===== src/rtl/dctag_pkg.sv =====
package dctag_pkg;

  localparam int STATE_W = 5;
  localparam int CODE_W  = 3;

  localparam logic [STATE_W-1:0] ENC_INVALID   = 5'h00;
  localparam logic [STATE_W-1:0] ENC_SHARED    = 5'h0F;
  localparam logic [STATE_W-1:0] ENC_NCEX_CLN  = 5'h13;
  localparam logic [STATE_W-1:0] ENC_NCEX_DTY  = 5'h19;
  localparam logic [STATE_W-1:0] ENC_CEX_CLN   = 5'h16;
  localparam logic [STATE_W-1:0] ENC_CEX_DTY   = 5'h1C;

  typedef enum logic [CODE_W-1:0] {
    CS_INVALID  = 3'd0,
    CS_SHARED   = 3'd1,
    CS_NCEX_CLN = 3'd2,
    CS_NCEX_DTY = 3'd3,
    CS_CEX_CLN  = 3'd4,
    CS_CEX_DTY  = 3'd5,
    CS_ILLEGAL  = 3'd7
  } cstate_e;

endpackage


===== src/rtl/dctag_state_decode.sv =====
module dctag_state_decode
  import dctag_pkg::*;
(
  input  logic [STATE_W-1:0] raw,
  output cstate_e            code,
  output logic               legal
);

  always_comb begin
    unique case (raw)
      ENC_INVALID:  code = CS_INVALID;
      ENC_SHARED:   code = CS_SHARED;
      ENC_NCEX_CLN: code = CS_NCEX_CLN;
      ENC_NCEX_DTY: code = CS_NCEX_DTY;
      ENC_CEX_CLN:  code = CS_CEX_CLN;
      ENC_CEX_DTY:  code = CS_CEX_DTY;
      default:      code = CS_ILLEGAL;
    endcase
    legal = (code != CS_ILLEGAL);
  end

endmodule


===== src/rtl/dctag_span_parity.sv =====
module dctag_span_parity #(
  parameter int W   = 64,
  parameter int MSB = 39,
  parameter int LSB = 26
) (
  input  logic [W-1:0] word,
  input  logic         stored,
  output logic         mismatch
);

  always_comb begin
    mismatch = stored;
    for (int i = LSB; i <= MSB; i++) begin
      mismatch = mismatch ^ word[i];
    end
  end

endmodule


===== src/rtl/dctag_lru_unpack.sv =====
module dctag_lru_unpack #(
  parameter int WAYS = 4,
  parameter int WW   = 2
) (
  input  logic [WAYS*WW-1:0] field,
  output logic [WAYS*WW-1:0] order
);

  for (genvar k = 0; k < WAYS; k++) begin : g_way
    assign order[k*WW +: WW] = field[k*WW +: WW];
  end

endmodule


===== src/rtl/dctag_check.sv =====
module dctag_check
  import dctag_pkg::*;
#(
  parameter int HI_W      = 32,
  parameter int LO_W      = 64,
  parameter int IDX_W     = 13,
  parameter int PA_W      = 40,
  parameter int STATE_LSB = 25,
  parameter int LRU_LSB   = 14,
  parameter int WAYS      = 4,
  parameter int PT0_MSB   = 25,
  parameter int PAR1_BIT  = 11,
  parameter int PAR0_BIT  = 10
) (
  input  logic              clk,
  input  logic              rst_n,
  input  logic              in_valid,
  output logic              in_ready,
  input  logic [HI_W-1:0]   in_tag_hi,
  input  logic [LO_W-1:0]   in_tag_lo,
  input  logic [IDX_W-1:0]  in_index,
  output logic              out_valid,
  input  logic              out_ready,
  output logic              out_state_err,
  output logic              out_addr_err,
  output logic [CODE_W-1:0] out_state,
  output logic [PA_W-1:0]   out_paddr,
  output logic [2*WAYS-1:0] out_lru
);

  localparam int WW       = $clog2(WAYS);
  localparam int LRU_W    = WAYS * WW;
  localparam int PTAG_LSB = IDX_W;
  localparam int PTAG_MSB = PA_W - 1;
  localparam int PT1_LSB  = PT0_MSB + 1;

  logic [STATE_W-1:0] raw_state;
  cstate_e            code_c;
  logic               legal_c;
  logic               mis1_c;
  logic               mis0_c;
  logic [LRU_W-1:0]   lru_c;
  logic [PA_W-1:0]    pa_c;
  logic               take;

  assign raw_state = in_tag_hi[STATE_LSB +: STATE_W];

  dctag_state_decode u_dec (
    .raw   (raw_state),
    .code  (code_c),
    .legal (legal_c)
  );

  dctag_span_parity #(.W(LO_W), .MSB(PTAG_MSB), .LSB(PT1_LSB)) u_par_hi (
    .word     (in_tag_lo),
    .stored   (in_tag_lo[PAR1_BIT]),
    .mismatch (mis1_c)
  );

  dctag_span_parity #(.W(LO_W), .MSB(PT0_MSB), .LSB(PTAG_LSB)) u_par_lo (
    .word     (in_tag_lo),
    .stored   (in_tag_lo[PAR0_BIT]),
    .mismatch (mis0_c)
  );

  dctag_lru_unpack #(.WAYS(WAYS), .WW(WW)) u_lru (
    .field (in_tag_hi[LRU_LSB +: LRU_W]),
    .order (lru_c)
  );

  assign pa_c     = {in_tag_lo[PTAG_MSB:PTAG_LSB], in_index};
  assign in_ready = !out_valid || out_ready;
  assign take     = in_valid && in_ready;

  always_ff @(posedge clk or negedge rst_n) begin
    if (!rst_n) begin
      out_valid <= 1'b0;
    end else if (in_ready) begin
      out_valid <= in_valid;
    end
  end

  always_ff @(posedge clk or negedge rst_n) begin
    if (!rst_n) begin
      out_state_err <= 1'b0;
      out_addr_err  <= 1'b0;
      out_state     <= '0;
      out_paddr     <= '0;
      out_lru       <= '0;
    end else if (take) begin
      out_state_err <= !legal_c;
      out_addr_err  <= legal_c && (mis1_c || mis0_c);
      out_state     <= code_c;
      out_paddr     <= pa_c;
      out_lru       <= lru_c;
    end
  end

endmodule


===== config.mk =====
export PLATFORM = sky130hd
export DESIGN_NAME = dctag_check
export DESIGN_NICKNAME = d
export VERILOG_FILES = /design/src/rtl/dctag_pkg.sv /design/src/rtl/dctag_state_decode.sv /design/src/rtl/dctag_span_parity.sv /design/src/rtl/dctag_lru_unpack.sv /design/src/rtl/dctag_check.sv
export SDC_FILE = /design/constraint.sdc
export NUM_CORES = 1
export LEC_CHECK = 0
export CAP_MARGIN = 40
export CORE_MARGIN = 2
export CORE_UTILIZATION = 33
export CTS_BUF_LIST = sky130_fd_sc_hd__clkbuf_4 sky130_fd_sc_hd__clkbuf_8
export DETAILED_ROUTE_END_ITERATION = 10
export PLACE_DENSITY = 0.79
export SYNTH_ARGS = -nofsm -noshare
export SYNTH_HDL_FRONTEND = slang
export SYNTH_SLANG_ARGS = --single-unit

===== constraint.sdc =====
create_clock -name clk -period 1.4 [get_ports clk]
set_clock_uncertainty 0.15 [all_clocks]
set_input_delay 0.21 -clock clk [delete_from_list [all_inputs] [get_ports clk]]
set_output_delay 0.21 -clock clk [all_outputs]
set_load 0.01 [all_outputs]

==> run metrics <==
outcome=complete, but fails checks; failing checks=setup timing; Core Box Area=approximately 0.0072 mm²; final worst setup slack=-0.08342 ns; Ports=168; Worst path max stage delay=~0.40 ns; sequential cell area=0.001351 mm²; Setup WS pre-CTS=-0.6388 ns; via density per instance=4.536; CTS H-tree lvls=2; vias in the first global route=around 2.0k; post-synthesis net count=roughly 290; r2r startpoint=out_valid$_DFFE_PN0N_; Max-slew headroom=between 70% and 80%; fill count=approximately 630; Power, Total=between 0.004 and 0.005 W; P_int=between 0.003 and 0.004 W; Hold Fails Final Rpt=0; R2R Setup Slk=-0.08 ns; Peak VDD IR=roughly 0.58 mV; reg2reg path depth=5; PD cells=between 1000 and 1500 mW/mm²; crit path buf inv count=2; Reg-to-Reg End=out_lru[7]$_DFFE_PN0P_; largest net degree at the start of global routing=27; I/O Buffers=between 100 and 150; Comb pwr share=32.3%; fmax=around 670 MHz; sequential fraction of the synthesis area=around 56%; syn avg cell area=about 14 µm²; Multi-input gate area=0.001236 mm²; global placer's final weighted congestion=between 0.7 and 0.8; CTS tree=done; startpoint types=flip-flop; final core utilization=a little under three fifths; most frequent cells in the layout=69 x dlygate4sd2_1, 54 x dfrtp_1, 28 x mux2_4, 23 x clkdlybuf4s50_1, 22 x mux2_2; most common cell after layout, fill and taps aside=dlygate4sd2_1; Post-Syn Area=roughly 0.0024 mm²; net switching power=0.001165 W; Top delay family on crit path=flip-flops; ANT nets after route=0; root buffer cell=clkbuf_8; Setup Total Neg Slack=-2.577 ns; Max Root-Sink Buffers=2; Max Cap Viol=0; DRC errors left=0; worst hold slack=0.01900 ns; first-pass detailed-route iteration total=3; CTS Sinks=54; crit path cell chain=nand2b_4 > buf_6 > nand2_8 > buf_12 > mux2_2; routed via count=roughly 1.8k; Die Wd=about 90 µm; Yosys warnings=0; Synth area leaders=dfrtp_1 56%, mux2_2 23%, xnor2_1 6.1%, xnor3_1 4.6%, buf_2 1.0%; unrepaired setup endpoints after global routing=true; GRT Util Overall=roughly 16%; post-synth top area share=55.67%; Initial DRC Count=34; Sw Ratio=26.81%; total CTS buffers=5; Arrival @ worst endpoint=roughly 1.5 ns; overall die area=0.008058 mm²; worst hold start=in_tag_lo[37]; Required @ worst endpoint=between 1 and 1.5 ns; Final setup viols=49; register bit total from synthesis=54; Diodes inserted=0; clock latency on the worst-skew pair=roughly 0.30 ns; Remaining Overflow, GRT=0; Critical-path top delay cell=dfrtp_1; max-slew violation count=0; aggregate routed wire length=about 6100 µm; Hold Crit Endpoint=out_paddr[37]$_DFFE_PN0P_; Hold Path Class=input pin to flip-flop; Starting Density=33.83%; clk slew on worst S/H paths=0.10 ns; Area Overhead vs Synth=69.74%; layout cells sized above 1=33.88%; Hold Path Depth=2; synthesized instance count=approximately 170; Reg power frac=a little over two fifths; minimum clock period after layout=between 1 and 1.5 ns; Lkg Pwr=~2 nW; period utilization=106.0%; post-DP HPWL=4368 µm; initial antenna violation count=0; post-synth cell types=22; die height=around 90 µm; Nets=around 420; Max FO, Critical Path=21; FP Rows=31; CP endpoint kind=flip-flop; first-pass GRT wire length=between 10000 and 15000 µm; DR WL/cell=about 15 µm; Worst Max-Slew Pin Slew=0.3714 ns; Yosys top cell by area=dfrtp_1; WS Path Type=flip-flop to flip-flop; power share of the clock group=23.8%
## layer usage
layer | part of all wire [%] | GRT usage (%) | vias to the layer above | wire [µm]
li1 | - | - | 859 | -
met1 | 43 | 20.72 | 894 | 2672
met2 | 50 | 26.83 | 69 | 3069
met3 | 5.7 | 3.856 | 6 | 349
met4 | 0.86 | 3.462 | 0 | 53
met5 | 0 | 0 | - | 0
## power by group through the flow
stage	logic [W]	clock network, W	registers [W]
finish	0.00141	0.00104	0.00191
global route	0.00151	0.00115	0.00194
CTS	0.00140	0.00108	0.00190
detailed placement	0.00144	0	0.00194
global placement	0.00142	0	0.00193
floorplan	0.000507	0	0.00204
## worst reg2reg max path: cells and delay by family, from the launching register on
kind,cells,cell delay (ns)
flip-flops,1,0.40
multiplexers,1,0.36
AND/OR/NAND/NOR,2,0.17
buffers and inverters,2,0.30
## sequential cells by signal, indices dropped and copies added (netlist names)
| name | count |
|---|---|
| out_valid | 1 |
| out_addr_err | 1 |
| out_state | 3 |
| out_state_err | 1 |
| out_paddr | 40 |
| out_lru | 8 |
## worst max path at each step
stage                     startpoint                         to  slack, ns  cells past startpoint
2_1_floorplan  out_valid$_DFFE_PN0N_     out_lru[0]$_DFFE_PN0P_      -0.09                      5
3_3_place_gp           in_tag_lo[36]   out_addr_err$_DFFE_PN0P_      -0.62                      6
3_5_place_dp           in_tag_lo[36]   out_addr_err$_DFFE_PN0P_      -0.64                      6
4_1_cts        out_valid$_DFFE_PN0N_  out_paddr[32]$_DFFE_PN0P_       -0.1                      5
5_1_grt        out_valid$_DFFE_PN0N_  out_paddr[11]$_DFFE_PN0P_      -0.12                      5
6_report       out_valid$_DFFE_PN0N_     out_lru[7]$_DFFE_PN0P_      -0.08                      5
## cells by family (layout without fill, tap and decap cells)
family,after synthesis,count (layout),synth area share [%]
muxes,50,50,23.20
and+or+nand+nor,18,18,3.814
xor gates and xnor gates,24,24,11.49
DFF,54,54,55.67
buffers and inverters,12,144,2.113
AOI/OAI and AO/OA,14,14,3.711
## final cells by class
class | instances | area share, %
Clock buffer | 5 | 1.670
Clock inverter | 3 | 0.9718
Inverter | 1 | 0.09110
Multi-Input combinational cell | 106 | 30.00
Sequential cell | 54 | 32.80
Tap cell | 99 | 3.006
Timing Repair Buffer | 135 | 31.46
## Yosys cell counts, drive strengths merged
cell / number
a21o: 3
a21oi: 4
and3b: 1
buf: 5
clkbuf: 6
dfrtp: 54
inv: 1
mux2: 50
nand2: 6
nand2b: 2
nand3: 1
nor2: 4
nor3b: 1
nor4: 1
o21ai: 4
o31ai: 3
or3: 1
or3b: 1
xnor2: 17
xnor3: 5
xor2: 2
## stage by stage
step | std cells | cell area (µm²)
floorplan | 172 | 2465
global placement | 387 | 3787
detailed placement | 387 | 3787
CTS | 402 | 4069
global route | 403 | 4120
finish | 403 | 4120
## timing repair
action / 4_1_cts / 5_1_grt
setup endpoints to repair: 108 / 59
setup buffers: 3 / 1
pin swaps: 18 / 10
gates cloned: 2 / 0
gates resized for setup: 147 / 24
hold buffers: 2 / 0
hold endpoints to repair: 14 / 0
No activity file was read; power rests on OpenSTA's default activity.
